File: config.mk
export PLATFORM = sky130hd
export DESIGN_NAME = hzd_pair_top
export DESIGN_NICKNAME = d
export VERILOG_FILES = /design/src/rtl/hzd_pkg.sv /design/src/rtl/hzd_match.sv /design/src/rtl/hzd_classify.sv /design/src/rtl/hzd_pair_top.sv
export SDC_FILE = /design/constraint.sdc
export NUM_CORES = 1
export LEC_CHECK = 0
export ABC_AREA = 1
export ABC_CLOCK_PERIOD_IN_PS = 800
export BUFFER_PORTS_ARGS = -buffer_cell sky130_fd_sc_hd__buf_2
export CORE_MARGIN = 1
export CORE_UTILIZATION = 44
export DETAILED_ROUTE_END_ITERATION = 16
export GPL_TIMING_DRIVEN = 0
export HOLD_SLACK_MARGIN = 0.03
export PLACE_DENSITY = 0.87
export SLEW_MARGIN = 20
export SYNTH_ARGS = -nofsm -noshare
export SYNTH_HDL_FRONTEND = slang
export SYNTH_SLANG_ARGS = --single-unit
export TNS_END_PERCENT = 10
File: constraint.sdc
create_clock -name clk -period 0.8 [get_ports clk]
set_input_delay 0.24 -clock clk [delete_from_list [all_inputs] [get_ports clk]]
set_output_delay 0.24 -clock clk [all_outputs]
set_load 0.02 [all_outputs]
File: src/rtl/hzd_pkg.sv
package hzd_pkg;
    localparam int REG_W_DEF = 5;
    localparam int NSRC_DEF  = 2;

    typedef struct packed {
        logic raw;
        logic war;
        logic waw;
    } hz_flags_t;
endpackage

File: src/rtl/hzd_match.sv
// Membership test: does a single valid location appear in a set of locations?
module hzd_match #(
    parameter int REG_W = 5,
    parameter int NSET  = 2
) (
    input  logic [REG_W-1:0]      loc,
    input  logic                  loc_vld,
    input  logic [NSET*REG_W-1:0] set_idx,
    input  logic [NSET-1:0]       set_vld,
    output logic                  hit
);
    localparam logic [REG_W-1:0] ZERO_IDX = '0;

    logic [NSET-1:0] slot_eq;
    logic            loc_live;

    // index 0 is never a member of any set
    assign loc_live = loc_vld && (loc != ZERO_IDX);

    generate
        for (genvar k = 0; k < NSET; k++) begin : g_slot
            assign slot_eq[k] = set_vld[k] && (set_idx[k*REG_W +: REG_W] == loc);
        end
    endgenerate

    assign hit = loc_live && (|slot_eq);
endmodule

File: src/rtl/hzd_classify.sv
// Combinational three-way set intersection between an older and a younger instruction.
module hzd_classify
    import hzd_pkg::*;
#(
    parameter int REG_W = 5,
    parameter int NSRC  = 2
) (
    input  logic [REG_W-1:0]      i_dst,
    input  logic                  i_dst_vld,
    input  logic [NSRC*REG_W-1:0] i_src,
    input  logic [NSRC-1:0]       i_src_vld,
    input  logic [REG_W-1:0]      j_dst,
    input  logic                  j_dst_vld,
    input  logic [NSRC*REG_W-1:0] j_src,
    input  logic [NSRC-1:0]       j_src_vld,
    output hz_flags_t             flags
);
    logic raw_hit, war_hit, waw_hit;

    // write set of i against read set of j
    hzd_match #(.REG_W(REG_W), .NSET(NSRC)) u_raw (
        .loc(i_dst), .loc_vld(i_dst_vld),
        .set_idx(j_src), .set_vld(j_src_vld), .hit(raw_hit)
    );

    // write set of j against read set of i
    hzd_match #(.REG_W(REG_W), .NSET(NSRC)) u_war (
        .loc(j_dst), .loc_vld(j_dst_vld),
        .set_idx(i_src), .set_vld(i_src_vld), .hit(war_hit)
    );

    // write set of i against write set of j
    hzd_match #(.REG_W(REG_W), .NSET(1)) u_waw (
        .loc(i_dst), .loc_vld(i_dst_vld),
        .set_idx(j_dst), .set_vld(j_dst_vld), .hit(waw_hit)
    );

    always_comb begin
        flags.raw = raw_hit;
        flags.war = war_hit;
        flags.waw = waw_hit;
    end
endmodule

File: src/rtl/hzd_pair_top.sv
module hzd_pair_top
    import hzd_pkg::*;
#(
    parameter int REG_W = REG_W_DEF,
    parameter int NSRC  = NSRC_DEF
) (
    input  logic                  clk,
    input  logic                  rst_n,
    input  logic                  in_vld,
    input  logic [REG_W-1:0]      i_dst,
    input  logic                  i_dst_vld,
    input  logic [NSRC*REG_W-1:0] i_src,
    input  logic [NSRC-1:0]       i_src_vld,
    input  logic [REG_W-1:0]      j_dst,
    input  logic                  j_dst_vld,
    input  logic [NSRC*REG_W-1:0] j_src,
    input  logic [NSRC-1:0]       j_src_vld,
    output logic                  out_vld,
    output logic                  raw,
    output logic                  war,
    output logic                  waw,
    output logic                  any_hz
);
    localparam logic [REG_W-1:0] ZERO_IDX = '0;

    hz_flags_t nxt_flags;

    hzd_classify #(.REG_W(REG_W), .NSRC(NSRC)) u_cls (
        .i_dst(i_dst), .i_dst_vld(i_dst_vld),
        .i_src(i_src), .i_src_vld(i_src_vld),
        .j_dst(j_dst), .j_dst_vld(j_dst_vld),
        .j_src(j_src), .j_src_vld(j_src_vld),
        .flags(nxt_flags)
    );

    always_ff @(posedge clk or negedge rst_n) begin
        if (!rst_n) begin
            out_vld <= 1'b0;
            raw     <= 1'b0;
            war     <= 1'b0;
            waw     <= 1'b0;
            any_hz  <= 1'b0;
        end else begin
            out_vld <= in_vld;
            raw     <= in_vld && nxt_flags.raw;
            war     <= in_vld && nxt_flags.war;
            waw     <= in_vld && nxt_flags.waw;
            any_hz  <= in_vld && (|nxt_flags);
        end
    end


    vld_latency_chk: assert property (@(posedge clk) disable iff (!rst_n)
        in_vld |=> out_vld);


    idle_quiet_chk: assert property (@(posedge clk) disable iff (!rst_n)
        !out_vld |-> !(raw || war || waw || any_hz));


    any_or_chk: assert property (@(posedge clk) disable iff (!rst_n)
        any_hz == (raw || war || waw));


    waw_eq_chk: assert property (@(posedge clk) disable iff (!rst_n)
        (in_vld && i_dst_vld && j_dst_vld && i_dst == j_dst && i_dst != ZERO_IDX) |=> waw);


    zero_dst_chk: assert property (@(posedge clk) disable iff (!rst_n)
        (in_vld && i_dst == ZERO_IDX) |=> !(raw || waw));


    no_dst_chk: assert property (@(posedge clk) disable iff (!rst_n)
        (in_vld && !j_dst_vld) |=> !(war || waw));
endmodule

==> results of run 1 <==
-- power by group --
group          internal, mW  leakage, nW  switching, mW
registers             0.259       0.0673        0.00263
logic                 0.162        0.623          0.202
clock network         0.190       0.0150          0.125
total                 0.611        0.705          0.330
-- cells by family (layout without fill, tap and decap cells) --
kind of cell	Yosys count	in the layout	share of synthesized area [%]
AND/OR/NAND/NOR	94	94	57.6
XOR/XNOR	2	2	2.68
buffers and inverters	32	80	18.4
flip-flops	5	5	19.1
AO/OA/AOI/OAI	3	3	2.29
-- worst max path at each step --
stage	startpoint	endpoint	slack, ns	cells after the start
floorplan	i_dst[4]	any_hz$_DFF_PN0_	0.001	6
global placement	i_dst[4]	any_hz$_DFF_PN0_	-0.22	8
detailed placement	i_dst[4]	any_hz$_DFF_PN0_	-0.23	8
CTS	war$_DFF_PN0_	war	-0.21	1
global route	out_vld$_DFF_PN0_	out_vld	-0.23	1
finish	any_hz$_DFF_PN0_	any_hz	-0.19	1
-- per-stage QoR --
stage	instance area, um2	hold slack (ns)
after floorplan	659	-0.0556
after global placement	893	0.0522
after detailed placement	893	0.0610
after CTS	948	0.123
after global routing	971	0.122
final	971	0.136
-- sequential cells by signal (all words and copies together), names as in the netlist --
register  flops
raw           1
out_vld       1
any_hz        1
waw           1
war           1
-- metal layers --
metal,global-route usage (%),vias up
li1,-,494
met1,26.6,402
met2,54.0,40
met3,1.67,0
met4,10.8,0
met5,0,-
-- timing repair --
| item | CTS | global route |
|---|---|---|
| pin swaps | 0 | 2 |
| endpoints found under the hold margin | 5 | 0 |
| hold buffers | 1 | 0 |
| gates resized for setup | 6 | 11 |
| gates cloned | 0 | 0 |
| setup endpoints to repair | 5 | 9 |
-- placed cells by master, fill, tap and decap left out, types with 2 or more instances in the layout --
cell type  count
buf_4          2
clkbuf_4       5
xor2_1         2
nand3_1        7
buf_2         35
nor2_1        17
a21oi_1        2
inv_2          9
nand2_1       64
inv_1         23
buf_6          4
nand4_1        2
dfrtp_1        5
-- area by class of cell --
class                   count  share of cell area (%)
repair buffers             44                    26.8
well taps                  15                    1.93
clock buffers               4                    2.71
flip-flops and latches      5                    12.9
multi-input cells          99                    43.3
inverters                  32                    12.4
==> impl_metrics.toml, run 1 <==
[synth]
synthArstFlopShare_pct = 100
synth_top_cell_by_area = "nand2_1"
synthFlopType = "dfrtp_1"
yosysMostFrequentCell = "nand2_1"
yosys_warnings = 0
synth_cell_type_count = 12
synthTopCellsByCount = "64 x nand2_1, 28 x inv_1, 18 x nor2_1"
syn_inst = 136
ys_top_cells_by_area = "nand2_1 37%, dfrtp_1 19%, inv_1 16%"
synth_seq_cells = 5
yosysSeqAreaShare_pct = 19.1
synth_edf_count = 0
syn_nets = 175
syn_avg_cell_area_um2 = 4.81
yosysTopAreaCellShare_pct = 36.7
syn-cell-area_um2 = 654

[floorplanning]
io_pins = 44
die_w_um = 40.6
die_h_um = 40.6
dieArea_um2 = 1650
num_rows = 13
initial_core_util_pct = 48.5
core-area_um2 = 1350

[layout]
synthToLayoutAreaGrowth_pct = 48.4
fin_cells = 199
final_core_util_pct = 71.9
final_nets = 224
register_area_um2 = 125
multi_input_area_um2 = 420
antenna_cells = 0
drive_gt1_share_pct = 32.6
n_fill_cell = 127

[cts]
cts_root_buffer = "clkbuf_4"
numCtsBuffers = 3
cts_tree = "built"
postCtsSetupBuffers = 0
cts_num_sinks = 5
clk_path_buf_depth = 2
htree_levels = 1
clk_pin_slew_ns = 0.05

[worst_setup_path]
slowest_stage = "dfrtp_1"
worstPathRequired_ns = 0.56
slowest_delay_ns = 0.37
arrival_ns = 0.75
path_cells = "buf_6"
path_class = "reg2out"
worstPathMaxFanout = 1
start_kind = "register"
cp_num_buf_inv = 1
worstSetupEndpointType = "output port"
path_delay_family = "flip-flops"

[pwr]
max-vdd-ir-drop_mv = 0.585
p_leak_nw = 0.705
total_power_mw = 0.941
power_density_nw_per_um2 = 969

[timing]
tns_ns = -0.948
fmax_mhz = 1010
rsz0062_at_grt = "true"
finalMaxSlewViolations = 0
slew_headroom_pct = 91.0
tightest_slew_ns = 0.136
hold_viol_final = 0
setup_violations = 6
post-route-period-util_pct = 124
fin_ws_ns = -0.192
fin_crit_ns = 0.992

[routing]
drc = 0
route.met3.wl_um = 114
vias = 936
drt_iter0_drc = 15
drt-pass1-iter-count = 4
routedWlPerCell_um = 9.69
highest_layer = "met3"
wl_met2_um = 1030
viasPerCell = 4.70
ant_nets = 0
m1WireLength_um = 787
routed_wl_um = 1930

[flow_run]
maxCapViolCount = 0

[grt]
grt_pass1_wl_um = 2940
antenna_found_initial = 0
track_usage_pct = 26.5
grt_max_degree = 6
grt_pass1_vias = 851
overflow = 0

[min_path]
min_to = "out_vld$_DFF_PN0_"
min_from = "in_vld"
hold_depth = 1
hold_class = "in2reg"

[place]
place_ws_ns = -0.229
port_buffers = 43
place_hpwl_um = 1550
finalWeightedCongestion = 0.797
placed_cells = 194

[status]
failed_checks = "negative setup slack"
outcome = "complete, but fails checks"
Note: power is estimated with default switching activity, not from simulation.
==> run 2, diff against run 1 <==
REMOVE_ABC_BUFFERS = 1   (was unset)
==> impl_metrics.toml, run 2 (same netlist as run 1, synthesis figures left out) <==
[cts]
clk_path_buf_depth = 2
cts_root_buffer = "clkbuf_4"
clk_pin_slew_ns = 0.05
cts_tree = "built"
postCtsSetupBuffers = 0
cts_num_sinks = 5
htree_levels = 1
numCtsBuffers = 3

[place]
place_ws_ns = -0.258
place_hpwl_um = 1420
finalWeightedCongestion = 0.797
port_buffers = 43

[routing]
ant_nets = 0
viasPerCell = 4.55
vias = 906
routedWlPerCell_um = 8.58
routed_wl_um = 1710
drt-pass1-iter-count = 4
drc = 0
drt_iter0_drc = 14

[floorplanning]
num_rows = 13
io_pins = 44
die_h_um = 40.6
initial_core_util_pct = 48.5
core-area_um2 = 1350
die_w_um = 40.6
dieArea_um2 = 1650

[grt]
top_usage_layer = "met2"
track_usage_pct = 25.1
met2_usage_pct = 48.0
overflow = 0
grt_pass1_vias = 755
use_met1_pct = 25.2
grt_pass1_wl_um = 2740
antenna_found_initial = 0
met3_usage_pct = 4.44
grt_max_degree = 6

[timing]
rsz0062_at_grt = "true"
tns_ns = -0.952
finalMaxSlewViolations = 0
post-route-period-util_pct = 126
tightest_slew_ns = 0.151
slew_headroom_pct = 89.9
hold_viol_final = 0
setup_violations = 5
fmax_mhz = 994
hold_slack_ns = 0.131
fin_crit_ns = 1.01
fin_ws_ns = -0.206

[layout]
final_nets = 224
drive_gt1_share_pct = 32.6
final_cell_mix = "64 x nand2_1, 39 x buf_2, 23 x inv_1"
synthToLayoutAreaGrowth_pct = 46.3
antenna_cells = 0
n_fill_cell = 149
layout.cells.most_common = "nand2_1"

[pwr]
total_power_mw = 0.910
p_comb_share_pct = 38.4
power_density_nw_per_um2 = 951
p_sw_mw = 0.306
max-vdd-ir-drop_mv = 0.360
intPower_mw = 0.604
p_leak_nw = 0.702
pwr-share-clk_pct = 32.8
pwr-share-seq_pct = 28.8
p_sw_share_pct = 33.6

[worst_setup_path]
arrival_ns = 0.77
slowest_delay_ns = 0.38
path_class = "reg2out"
cp.depth = 1
start_kind = "register"
slowest_stage = "dfrtp_1"
cp-startpoint = "waw$_DFF_PN0_"
path_cells = "buf_6"
worstPathRequired_ns = 0.56
worstPathMaxFanout = 1
path_delay_family = "flip-flops"
endpoint = "waw"
worstSetupEndpointType = "output port"
cp_num_buf_inv = 1

[status]
failed_checks = "negative setup slack"
outcome = "complete, but fails checks"

[min_path]
hold_class = "in2reg"

[flow_run]
maxCapViolCount = 0
==> run 2: stage by stage <==
stage	instances	cell area, um2	utilization, %
final	199	957	70.9
after global routing	199	957	70.9
after CTS	199	931	69.0
after detailed placement	194	888	65.8
after global placement	194	888	65.8
after floorplan	136	654	-
==> run 2: layout make-up <==
class	count	area, um2	share of cell area [%]
Multi-Input combinational cell	99	420	43.9
Timing Repair Buffer	44	246	25.8
Sequential cell	5	125	13.1
Inverter	32	120	12.5
Clock buffer	4	26.3	2.75
Tap cell	15	18.8	1.96
==> run 2: power groups by stage <==
stage / registers [mW] / clock network (mW) / logic, mW
floorplan: 0.272 / 0 / 0.162
global route: 0.262 / 0.324 / 0.405
finish: 0.262 / 0.299 / 0.349
detailed placement: 0.265 / 0 / 0.330
CTS: 0.262 / 0.310 / 0.339
global placement: 0.264 / 0 / 0.320
==> run 2: how the worst min path moves through the flow <==
| stage | cells past startpoint | end | start | slack (ns) |
|---|---|---|---|---|
| finish | 1 | out_vld$_DFF_PN0_ | in_vld | 0.13 |
| global route | 1 | out_vld$_DFF_PN0_ | in_vld | 0.13 |
| CTS | 1 | out_vld$_DFF_PN0_ | in_vld | 0.13 |
| global placement | 1 | any_hz$_DFF_PN0_ | rst_n | 0.05 |
| detailed placement | 1 | waw$_DFF_PN0_ | rst_n | 0.05 |
| floorplan | 0 | any_hz$_DFF_PN0_ | rst_n | -0.06 |
==> run 2: layer usage <==
metal | share of wire, % | wire length (um) | vias up
met5 | 0 | 0 | -
met4 | 3.0 | 51 | 0
met3 | 6.7 | 115 | 7
met2 | 51 | 866 | 38
met1 | 39 | 674 | 371
li1 | - | - | 490
==> run 2: timing repair <==
item,CTS,global route
endpoints found under the setup margin,6,9
endpoints found under the hold margin,5,0
gates cloned,0,0
pin swaps,0,2
resized for setup,3,12
hold buffers,1,0
